### src/rtl/cmdq_pkg.sv
package cmdq_pkg;
  typedef logic [15:0] qptr_t;
  typedef logic [63:0] addr_t;

  typedef enum logic [2:0] {
    ST_IDLE, ST_FETCH_REQ, ST_FETCH_DATA, ST_DM_REQ,
    ST_DM_WAIT, ST_CPL_REQ, ST_CPL_ACK, ST_IRQ
  } seq_state_e;

  localparam logic [7:0]  OPC_READ      = 8'h02;
  localparam logic [14:0] SC_OK         = 15'd0;
  localparam logic [14:0] SC_BAD_OPCODE = 15'd1;
  localparam int          SQE_SHIFT     = 6;   // 64-byte command slots
  localparam int          CQE_SHIFT     = 4;   // 16-byte completion slots

  // index increment modulo 2^lg
  function automatic qptr_t ptr_next(qptr_t p, int lg);
    qptr_t mask;
    mask = qptr_t'((32'd1 << lg) - 32'd1);
    return (p + 16'd1) & mask;
  endfunction

  function automatic addr_t slot_addr(addr_t base, qptr_t p, int sh);
    return base + (addr_t'(p) << sh);
  endfunction

  function automatic logic [16:0] blocks_of(logic [15:0] zero_based);
    return {1'b0, zero_based} + 17'd1;
  endfunction

  // dword3 | dword2 | dword1 | dword0
  function automatic logic [127:0] cpl_pack(qptr_t sq_head, logic [15:0] cid,
                                            logic phase, logic [14:0] sc);
    return {sc, phase, cid, 16'h0000, sq_head, 32'h0, 32'h0};
  endfunction
endpackage

### src/rtl/cmdq_doorbell_regs.sv
module cmdq_doorbell_regs #(
  parameter int PTR_W = 2
) (
  input  logic             clk,
  input  logic             rst_n,
  input  logic             wr_en,
  input  logic             wr_sel,
  input  logic [PTR_W-1:0] wr_data,
  output logic [PTR_W-1:0] sq_tail,
  output logic [PTR_W-1:0] cq_head
);
  always_ff @(posedge clk) begin
    if (!rst_n) begin
      sq_tail <= '0;
      cq_head <= '0;
    end else if (wr_en) begin
      if (wr_sel) cq_head <= wr_data;
      else        sq_tail <= wr_data;
    end
  end
endmodule

### src/rtl/cmdq_cmd_capture.sv
module cmdq_cmd_capture (
  input  logic        clk,
  input  logic        rst_n,
  input  logic        beat_valid,
  input  logic [31:0] beat_data,
  output logic        beat_last,
  output logic [7:0]  opcode,
  output logic [15:0] cid,
  output logic [63:0] lba,
  output logic [63:0] prp,
  output logic [15:0] nlb_z
);
  logic [3:0] beat_cnt;

  assign beat_last = beat_valid && (beat_cnt == 4'd15);

  always_ff @(posedge clk) begin
    if (!rst_n) begin
      beat_cnt <= '0;
      opcode   <= '0;
      cid      <= '0;
      lba      <= '0;
      prp      <= '0;
      nlb_z    <= '0;
    end else if (beat_valid) begin
      beat_cnt <= beat_cnt + 4'd1;
      case (beat_cnt)
        4'd0:  begin opcode <= beat_data[7:0]; cid <= beat_data[31:16]; end
        4'd6:  prp[31:0]  <= beat_data;
        4'd7:  prp[63:32] <= beat_data;
        4'd10: lba[31:0]  <= beat_data;
        4'd11: lba[63:32] <= beat_data;
        4'd12: nlb_z      <= beat_data[15:0];
        default: ;
      endcase
    end
  end
endmodule

### src/rtl/cmdq_cq_tracker.sv
module cmdq_cq_tracker
  import cmdq_pkg::*;
#(
  parameter int PTR_W = 2
) (
  input  logic             clk,
  input  logic             rst_n,
  input  logic             advance,
  input  logic [PTR_W-1:0] cq_head,
  output logic [PTR_W-1:0] cq_tail,
  output logic             phase,
  output logic             full,
  output logic             wrap
);
  logic [PTR_W-1:0] tail_nxt;

  assign tail_nxt = PTR_W'(ptr_next(qptr_t'(cq_tail), PTR_W));
  assign full     = (tail_nxt == cq_head);
  assign wrap     = (cq_tail == {PTR_W{1'b1}});

  always_ff @(posedge clk) begin
    if (!rst_n) begin
      cq_tail <= '0;
      phase   <= 1'b1;
    end else if (advance) begin
      cq_tail <= tail_nxt;
      if (wrap) phase <= ~phase;
    end
  end
endmodule

### src/rtl/cmdq_sequencer.sv
module cmdq_sequencer
  import cmdq_pkg::*;
#(
  parameter int          QDEPTH_LOG2 = 2,
  parameter logic [63:0] SQ_BASE     = 64'h0000_0000_1000_0000,
  parameter logic [63:0] CQ_BASE     = 64'h0000_0000_2000_0000,
  parameter logic [7:0]  MSI_VEC     = 8'd3
) (
  input  logic                   clk,
  input  logic                   rst_n,
  input  logic                   reg_wr_en,
  input  logic                   reg_wr_sel,
  input  logic [QDEPTH_LOG2-1:0] reg_wr_data,
  output logic                   mrd_req_valid,
  input  logic                   mrd_req_ready,
  output logic [63:0]            mrd_req_addr,
  input  logic                   mrd_rsp_valid,
  input  logic [31:0]            mrd_rsp_data,
  output logic                   dm_req_valid,
  input  logic                   dm_req_ready,
  output logic [63:0]            dm_lba,
  output logic [16:0]            dm_nblk,
  output logic [63:0]            dm_addr,
  input  logic                   dm_done,
  output logic                   cpl_wr_valid,
  input  logic                   cpl_wr_ready,
  output logic [63:0]            cpl_wr_addr,
  output logic [127:0]           cpl_wr_data,
  input  logic                   cpl_wr_ack,
  output logic                   msi_pulse,
  output logic [7:0]             msi_vector
);
  localparam int PTR_W = QDEPTH_LOG2;

  seq_state_e       state, state_nxt;
  logic [PTR_W-1:0] sq_head, sq_tail, cq_head, cq_tail;
  logic             cq_phase, cq_full, cq_wrap, cq_adv;
  logic             fetch_pending, beat_valid, beat_last, is_read;
  logic [7:0]       opcode;
  logic [15:0]      cid, nlb_z;
  logic [63:0]      lba, prp;
  logic [14:0]      status;

  cmdq_doorbell_regs #(.PTR_W(PTR_W)) db_i (
    .clk(clk), .rst_n(rst_n), .wr_en(reg_wr_en), .wr_sel(reg_wr_sel),
    .wr_data(reg_wr_data), .sq_tail(sq_tail), .cq_head(cq_head));

  cmdq_cmd_capture cap_i (
    .clk(clk), .rst_n(rst_n), .beat_valid(beat_valid), .beat_data(mrd_rsp_data),
    .beat_last(beat_last), .opcode(opcode), .cid(cid), .lba(lba), .prp(prp),
    .nlb_z(nlb_z));

  cmdq_cq_tracker #(.PTR_W(PTR_W)) cq_i (
    .clk(clk), .rst_n(rst_n), .advance(cq_adv), .cq_head(cq_head),
    .cq_tail(cq_tail), .phase(cq_phase), .full(cq_full), .wrap(cq_wrap));

  assign fetch_pending = (sq_head != sq_tail);
  assign beat_valid    = mrd_rsp_valid && (state == ST_FETCH_DATA);
  assign is_read       = (opcode == OPC_READ);
  assign status        = is_read ? SC_OK : SC_BAD_OPCODE;
  assign cq_adv        = (state == ST_CPL_ACK) && cpl_wr_ack;

  always_comb begin
    state_nxt = state;
    case (state)
      ST_IDLE:       if (fetch_pending) state_nxt = ST_FETCH_REQ;
      ST_FETCH_REQ:  if (mrd_req_ready) state_nxt = ST_FETCH_DATA;
      ST_FETCH_DATA: if (beat_last) state_nxt = is_read ? ST_DM_REQ : ST_CPL_REQ;
      ST_DM_REQ:     if (dm_req_ready) state_nxt = ST_DM_WAIT;
      ST_DM_WAIT:    if (dm_done) state_nxt = ST_CPL_REQ;
      ST_CPL_REQ:    if (!cq_full && cpl_wr_ready) state_nxt = ST_CPL_ACK;
      ST_CPL_ACK:    if (cpl_wr_ack) state_nxt = ST_IRQ;
      ST_IRQ:        state_nxt = ST_IDLE;
      default:       state_nxt = ST_IDLE;
    endcase
  end

  always_ff @(posedge clk) begin
    if (!rst_n) begin
      state   <= ST_IDLE;
      sq_head <= '0;
    end else begin
      state <= state_nxt;
      if (beat_last) sq_head <= PTR_W'(ptr_next(qptr_t'(sq_head), PTR_W));
    end
  end

  assign mrd_req_valid = (state == ST_FETCH_REQ);
  assign mrd_req_addr  = slot_addr(SQ_BASE, qptr_t'(sq_head), SQE_SHIFT);
  assign dm_req_valid  = (state == ST_DM_REQ);
  assign dm_lba        = lba;
  assign dm_addr       = prp;
  assign dm_nblk       = blocks_of(nlb_z);
  assign cpl_wr_valid  = (state == ST_CPL_REQ) && !cq_full;
  assign cpl_wr_addr   = slot_addr(CQ_BASE, qptr_t'(cq_tail), CQE_SHIFT);
  assign cpl_wr_data   = cpl_pack(qptr_t'(sq_head), cid, cq_phase, status);
  assign msi_pulse     = (state == ST_IRQ);
  assign msi_vector    = MSI_VEC;
endmodule

### config.mk
export PLATFORM = sky130hd
export DESIGN_NAME = cmdq_sequencer
export DESIGN_NICKNAME = d
export VERILOG_FILES = /design/src/rtl/cmdq_pkg.sv /design/src/rtl/cmdq_doorbell_regs.sv /design/src/rtl/cmdq_cmd_capture.sv /design/src/rtl/cmdq_cq_tracker.sv /design/src/rtl/cmdq_sequencer.sv
export SDC_FILE = /design/constraint.sdc
export NUM_CORES = 1
export LEC_CHECK = 0
export ABC_AREA = 0
export CAP_MARGIN = 20
export CORE_AREA = 2 2 176 178
export CTS_CLUSTER_SIZE = 25
export DETAILED_ROUTE_END_ITERATION = 8
export DIE_AREA = 0 0 178 180
export PLACE_DENSITY_LB_ADDON = 0.12
export SETUP_SLACK_MARGIN = 0.05
export SLEW_MARGIN = 40
export SYNTH_ARGS = -nofsm -noshare
export SYNTH_HDL_FRONTEND = slang
export SYNTH_SLANG_ARGS = --single-unit
### constraint.sdc
create_clock -name clk -period 2.1 [get_ports clk]
set_input_delay 0.42 -clock clk [delete_from_list [all_inputs] [get_ports clk]]
set_output_delay 0.42 -clock clk [all_outputs]
set_load 0.03 [all_outputs]
* Word-level counts from Yosys, hierarchy flattened *
Index checks and enable logic that the tools add are counted.

operators by class
  $add $sub $neg = 6
  equality and inequality tests = 24
  multiplexer cells = 10
  bitwise logic cells = 2
  reductions and logical operators = 18

operators by type and width
  cell                   count
  $add 30x6->31 const A  1
  $add 29x8->30 const A  1
  $mux 3                 8
  $pmux 3 s8             1
  $reduce_and 2->1       9
  $add 16x1->17 const B  1
  $eq 4x4->1 const B     4
  $eq 3x3->1 const B     4
  $ne 2x2->1 const B     5
  $eq 4x3->1 const B     2
  $eq 8x2->1 const B     1
  $reduce_and 7->1       1
  $eq 3x2->1 const B     2
  $logic_and 1x1->1      5
  $add 2x1->2 const B    2
  $add 4x1->4 const B    1
  $logic_not 4->1        1
  $ne 2x1->1 const B     2
  $eq 3x1->1 const B     1
  $logic_not 3->1        1
  $eq 2x2->1             1
  $eq 2x2->1 const B     1
  $ne 2x2->1             1
  $not 1->1              2
  other kinds (2)        2

storage, ports and cells
  flip-flop bits (word level) = 184
  bits of input ports = 44
  output and inout port bits = 413
  logic and storage cells = 74

* Depth between registers and ports, before layout *
Gate-level depths: netlist of run 1.

  depth after elaboration = 6
  gate-level depth with buffers = 8
  depth with buffers taken out = 6

* Hierarchy *
From an unflattened synthesis of run 1, not the netlist that was laid out.

second synthesis, totals
  cells, all modules = 974
  area, all modules = 9290.2 um2

by module, submodules not included
  module              times used  cells each  area an instance (um2)  sequential area each (um2)
  cmdq_cmd_capture    1           607         6438.7                  3443.3
  cmdq_sequencer      1           337         2546.2                  100.1
  cmdq_doorbell_regs  1           16          162.7                   80.1
  cmdq_cq_tracker     1           14          142.6                   60.1

* Worst setup path after synthesis of run 1 *
No wires, ideal clock.

  path type = register -> output
  from = reg cap_i.nlb_z[4]
  to = out dm_nblk[16]
  arrival = 1625 ps
  data required time = 1680 ps
  setup slack = 55 ps
  cell stages (with the launch flop) = 5
  cell sequence = dfxtp_1 > and3_1 > and3_1 > nand3_1 > nor3_1

on the way
  word-level cells in the longest chain between the ends = 1

ends and longest elaborated chain
  element                 RTL line                text
  start, declared         cmdq_cmd_capture.sv:11  output logic [15:0] nlb_z
  start signal, assigned  cmdq_cmd_capture.sv:33  4'd12: nlb_z <= beat_data[15:0];
  $add 16x1->17           cmdq_pkg.sv:28          return {1'b0, zero_based} + 17'd1;
  end, declared           cmdq_sequencer.sv:22    output logic [16:0] dm_nblk,

No other way between the ends.

* Worst setup path in the final report of run 1 *
  from = reg cap_i.nlb_z[5]
  to = out dm_nblk[11]

Same word-level chain as after synthesis.

==> results.cfg, run 1 <==
[global_routing]
grtUsageTotal_pct = 16.3
antenna_found_initial = 0
grt_max_degree = 69
grt_pass1_wl_mm = 39.7
overflow = 0
grt_pass1_vias = 6562

[clock_tree]
clockBufferDepth = 2
clockRootBuffer = clkbuf_16
cts_hold_buf = 0
cts_sinks = 184
cts_tree = done
cts_buffers = 17
worstSkewPairLatency_ns = 0.43
clk_pin_slew_ns = 0.08
cts.htree.levels = 4

[die]
die_w_um = 178
rows = 64
die_h_um = 180
initial_core_util_pct = 31.2
io_pins = 457
core_area_sq_um = 30200
dieArea_sq_um = 32000

[drt]
post_drt_wl_per_cell_um = 15.2
first_pass_iters = 4
drt-total-wl_mm = 26.8
num_vias = 7227
drt-initial-drc-count = 351
vias_per_cell = 4.10
drc = 0
drtAntennaViolNets = 0

[critical_path]
cp-end-kind = primary output
arrival_ns = 1.79
rr_worst_depth = 7
cpMostUsedCell = and3_4
timing.rr.end = cap_i.lba[0]$_SDFFE_PN0P_
critPathKind = reg2out
cp-start-kind = flip-flop
rrSetupSlack_ns = 0.26
cpMaxStageDelayCell = dfxtp_2
crit_fanout = 3
path_cells = and3_4 > and3_4 > buf_6 > nand4_1 > xnor2_2 > buf_12
crit_required_ns = 1.68
crit_start = cap_i.nlb_z[5]$_SDFFE_PN0P_
critPathMaxStageDelay_ns = 0.33
r2r-start = state[0]$_SDFFE_PN0P_

[worst_hold_path]
hold_class = in2reg
hp-start = rst_n
hold_depth = 2
worstHoldEndpoint = cap_i.cid[12]$_SDFFE_PN0P_

[timing]
fin_crit_ns = 2.21
max_slew.worst_pin.slew_ns = 0.683
drv_slew = 0
fmax_ghz = 0.452
worst_slack_ns = -0.115
finalSetupViolations = 8
rsz0062_at_grt = true
slew_headroom_pct = 54.4
fin_crit_sh_pct = 105
finClkSkew_ns = 0.0136
hold_slack_ns = 0.395
hold_viol = 0

[layout]
layout_commonest_cell = nand2_1
layout_common_cells = 337 x nand2_1, 240 x conb_1, 188 x clkdlybuf4s50_1
fin_cells = 1761
syn_to_final_growth_pct = 29.9
antenna_cells = 0
nets = 1401
stdcell_area_sq_um = 12300
drive_gt1_share_pct = 13.2

[placement]
dpl.cell_count = 1720
place_congestion = 0.752
portBuffers = 216
pre_cts_slack_ns = -0.159
dp_hpwl_mm = 19.6
placed_cell_area_sq_um = 11300

[run_status]
outcome = complete, but fails checks
failed_checks = negative setup slack

[logic_synthesis]
synth_cell_type_count = 45
yosysTopAreaCell = dfxtp_1
synth_top_area_share_pct = 39.0
ys_warn_count = 0
synth_flop_cell = dfxtp_1
ys_top_cells_by_area = dfxtp_1 39%, buf_4 20%, nand2_1 13%
yosysSeqAreaShare_pct = 39.0
syn_inst = 1128
ys_async_sr_fraction_pct = 0
synth.ff_latch_count = 184
avgSynthCellArea_sq_um = 8.36
synth_area_sq_um = 9430
synth_edf_count = 0

[power_and_ir_drop]
powerDensity_nw_per_um2 = 668
power.leakage_nw = 4.67
power_mw = 8.18
irDropWorstVdd_mv = 0.401

[flow_run]
max_cap_viol_count = 0
worst max-delay path, delay by kind of cell, from the launching register on:
kind          cells  cell delay [ns]
buf+inv           2             0.26
xor+xnor          1             0.23
simple gates      3             0.55
flops             1             0.33
kinds of logic (layout without fill, tap and decap cells):
| family | Yosys count | after routing | synth area share, % |
|---|---|---|---|
| compound gates | 184 | 184 | 15.0 |
| other cells | 2 | 240 | 0.0796 |
| buf+inv | 309 | 308 | 23.0 |
| xor+xnor | 24 | 24 | 2.23 |
| simple gates | 414 | 414 | 19.3 |
| mux | 6 | 6 | 0.663 |
| fa+ha+maj | 5 | 5 | 0.663 |
| flops | 184 | 184 | 39.0 |
timing repair:
| item | in CTS | in global routing |
|---|---|---|
| setup buffers | 7 | 2 |
| pin swaps | 11 | 10 |
| hold endpoints to repair | 0 | 0 |
| endpoints found under the setup margin | 19 | 22 |
| resized for setup | 69 | 31 |
layout make-up:
cell class / count / area (sq um)
Multi-Input combinational cell: 873 / 4730
Timing Repair Buffer: 267 / 2700
Fill cell: 3097 / 17900
Inverter: 9 / 36.3
Clock buffer: 19 / 453
Sequential cell: 184 / 3710
Tap cell: 396 / 495
Clock inverter: 13 / 130
per-stage QoR:
| step | util [%] | TNS (ns) |
|---|---|---|
| 2_1_floorplan | - | 0 |
| 3_3_place_gp | 37.4 | -9.55 |
| 5_1_grt | 40.6 | -1.26 |
| 6_report | 40.6 | -0.494 |
| 3_5_place_dp | 37.4 | -11.23 |
| 4_1_cts | 40.2 | -1.06 |
cell usage after synthesis (2+ instances only):
master / number
nor2_1: 7
nor3_1: 3
ha_1: 5
nand2_1: 339
o21ai_0: 2
a21oi_1: 3
xnor2_1: 18
nand3_1: 8
inv_1: 9
buf_6: 9
and3_1: 5
clkbuf_1: 32
and2_1: 5
a21boi_1: 132
xor2_1: 6
nand4_1: 4
nand4b_1: 3
nand2b_1: 2
buf_2: 11
nor2b_1: 8
a21boi_2: 10
nand2_2: 10
conb_1: 2
nand3b_1: 2
mux2i_1: 4
dfxtp_1: 184
buf_4: 248
or3_1: 4
o21a_1: 3
nor3b_4: 5
a21boi_0: 29
nor4b_1: 2
mux2_2: 2
where the power goes:
part | total [mW] | switching, mW | internal [mW]
clock | 3.20 | 1.56 | 1.64
sequential | 3.60 | 0.0631 | 3.54
combinational | 1.38 | 0.995 | 0.384
state kept, by name (all words and copies together), names as in the netlist:
register / flops
cq_i.cq_tail: 2
cap_i.prp: 64
db_i.sq_tail: 2
sq_head: 2
cq_i.phase: 1
state: 3
cap_i.lba: 64
cap_i.beat_cnt: 4
db_i.cq_head: 2
cap_i.opcode: 8
cap_i.nlb_z: 16
cap_i.cid: 16
how the worst max path moves through the flow:
| stage | endpoint | slack (ns) |
|---|---|---|
| floorplan | dm_nblk[16] | 0.06 |
| global placement | cap_i.lba[0]$_SDFFE_PN0P_ | -0.14 |
| detailed placement | cap_i.lba[0]$_SDFFE_PN0P_ | -0.16 |
| CTS | dm_nblk[12] | -0.17 |
| global route | dm_nblk[11] | -0.19 |
| finish | dm_nblk[11] | -0.11 |
metal layers:
| layer | wire length [um] | track usage [%] |
|---|---|---|
| met1 | 11400 | 20.4 |
| met2 | 13300 | 27.7 |
| met3 | 1530 | 3.26 |
| met5 | 0 | 0 |
| met4 | 610 | 5.57 |
Note: power is estimated with default switching activity, not from simulation.
==> inputs of run 2 (changes only) <==
ABC_CLOCK_PERIOD_IN_PS = 2100   (was default)
CAP_MARGIN = 15   (was 20)
==> results of run 2 <==
The final DEF is identical to that of run 1; final timing and power are the same.
==> inputs of run 3 (changes only) <==
CAP_MARGIN = default   (was 15)
GPL_TIMING_DRIVEN = 0   (was default)
==> results.cfg, run 3 (synthesis results as in run 1) <==
[global_routing]
grt_pass1_vias = 6946
overflow = 0
grtUsageTotal_pct = 17.7
grt_pass1_wl_mm = 42.8
grt_max_degree = 19
antenna_found_initial = 0

[drt]
drt-met1-wl_mm = 12.0
highest_layer = met4
num_vias = 7921
drtAntennaViolNets = 0
drt-total-wl_mm = 29.4
drt-initial-drc-count = 307
wl_met2_mm = 14.8
vias_per_cell = 3.91
route.met3.wl_mm = 2.07
post_drt_wl_per_cell_um = 14.5
drc = 0
first_pass_iters = 4

[layout]
drive_gt1_share_pct = 25.5
largestRegisters = cap_i.lba: 64 flops, cap_i.prp: 64 flops
fin_util_pct = 46.3
nets = 1666
layout_commonest_cell = nand2_1
antenna_cells = 0
syn_to_final_growth_pct = 48.1
layout_common_cells = 339 x nand2_1, 278 x buf_4, 240 x conb_1

[die]
io_pins = 457
core_area_sq_um = 30200
dieArea_sq_um = 32000
initial_core_util_pct = 31.2
die_h_um = 180
rows = 64
die_w_um = 178

[critical_path]
crit_fanout = 4
cpMaxStageDelayCell = dfxtp_4
rr_worst_depth = 6
cp-start-kind = flip-flop
timing.rr.end = state[2]$_SDFFE_PN0P_
critPathKind = reg2out
arrival_ns = 1.76
critPathMaxStageDelay_ns = 0.35
r2r-start = cq_i.cq_tail[0]$_SDFFE_PN0P_
cpMostUsedCell = and3_4
path_cells = and3_4 > and3_4 > nand3_4 > nor2_2 > xor2_1 > buf_4
rrSetupSlack_ns = 0.22
cp-end-kind = primary output
crit_required_ns = 1.68

[run_status]
failed_checks = negative setup slack
outcome = complete, but fails checks

[timing]
max_slew.worst_pin.slew_ns = 0.676
drv_slew = 0
fin_crit_ns = 2.18
fin_crit_sh_pct = 104
slew_headroom_pct = 55.0
hold_viol = 0
fmax_ghz = 0.459
hold_slack_ns = 0.402
finClkSkew_ns = 0.0107
worst_slack_ns = -0.0806
rsz0062_at_grt = true
finalSetupViolations = 6

[placement]
portBuffers = 215
pre_cts_slack_ns = -0.501
place_congestion = 0.805
dp_hpwl_mm = 22.7

[power_and_ir_drop]
irDropWorstVdd_mv = 0.449
powerDensity_nw_per_um2 = 642
power.leakage_nw = 5.93

[clock_tree]
worstSkewPairLatency_ns = 0.43
clk_pin_slew_ns = 0.07
cts_hold_buf = 0
clockBufferDepth = 2
cts_sinks = 184
clockRootBuffer = clkbuf_16
cts.htree.levels = 4
cts_tree = done
cts_buffers = 17

[worst_hold_path]
worstHoldEndpoint = cap_i.prp[28]$_SDFFE_PN0P_
hold_class = in2reg
hp-start = rst_n
hold_depth = 2

[flow_run]
max_cap_viol_count = 0
[run 3: changes by cell type in the layout (fill, tap and decap cells not counted), sizes merged, moves of 3 or more]
cell,before,now
dlymetal6s2s,5,2
bufinv,0,4
clkbuf,22,51
clkinv,6,2
buf,66,302
[run 3: through the flow]
stage                     instance area, sq um  std cells  setup TNS [ns]  power (mW)
after global routing                     14000       2026          -0.934        9.32
after CTS                                13800       2017          -0.385        9.04
after global placement                   13000       1977          -35.73        5.40
final                                    14000       2026          -0.224        8.97
after floorplan                          10300       1366               0        5.05
after detailed placement                 13000       1977          -37.71        5.40
[run 3: worst max path at each step]
stage,start,end,slack (ns)
final,cap_i.nlb_z[4]$_SDFFE_PN0P_,dm_nblk[12],-0.08
after global routing,cap_i.nlb_z[4]$_SDFFE_PN0P_,dm_nblk[12],-0.18
after CTS,cap_i.nlb_z[4]$_SDFFE_PN0P_,dm_nblk[14],-0.12
after detailed placement,cap_i.nlb_z[0]$_SDFFE_PN0P_,dm_nblk[14],-0.50
after global placement,cap_i.nlb_z[0]$_SDFFE_PN0P_,dm_nblk[14],-0.48
after floorplan,cap_i.nlb_z[4]$_SDFFE_PN0P_,dm_nblk[16],0.06
[run 3: area by class of cell]
class / count / area [sq um]
multi-input combinational: 873 / 4680
timing repair buffer: 232 / 2240
sequential: 184 / 3710
buffer: 300 / 2160
inverter: 9 / 36.3
clock inverter: 15 / 231
tap: 396 / 495
fill: 2995 / 16200
clock buffer: 17 / 425
[run 3: what timing repair did]
item                       4_1_cts  5_1_grt
pin swaps                       11       10
setup endpoints to repair       33      104
buffers inserted                 8        9
resized for setup              145       56
[run 3: critical path, delay by kind of cell, from the launching register on]
kind          cells  cell delay [ns]
xor+xnor          1             0.17
flops             1             0.35
buf+inv           1             0.20
simple gates      4             0.62
[run 3: routing by layer]
layer,global-route usage [%],up-vias
met5,0,-
li1,-,4104
met1,21.0,3538
met4,5.31,0
met2,31.2,253
met3,4.53,26
[run 3: report_power, final]
group / leakage, nW / internal, mW / switching [mW] / total [mW]
registers: 1.49 / 3.54 / 0.0458 / 3.59
logic: 4.12 / 0.674 / 1.10 / 1.77
clock network: 0.315 / 2.05 / 1.56 / 3.61
total: 5.93 / 6.27 / 2.70 / 8.97
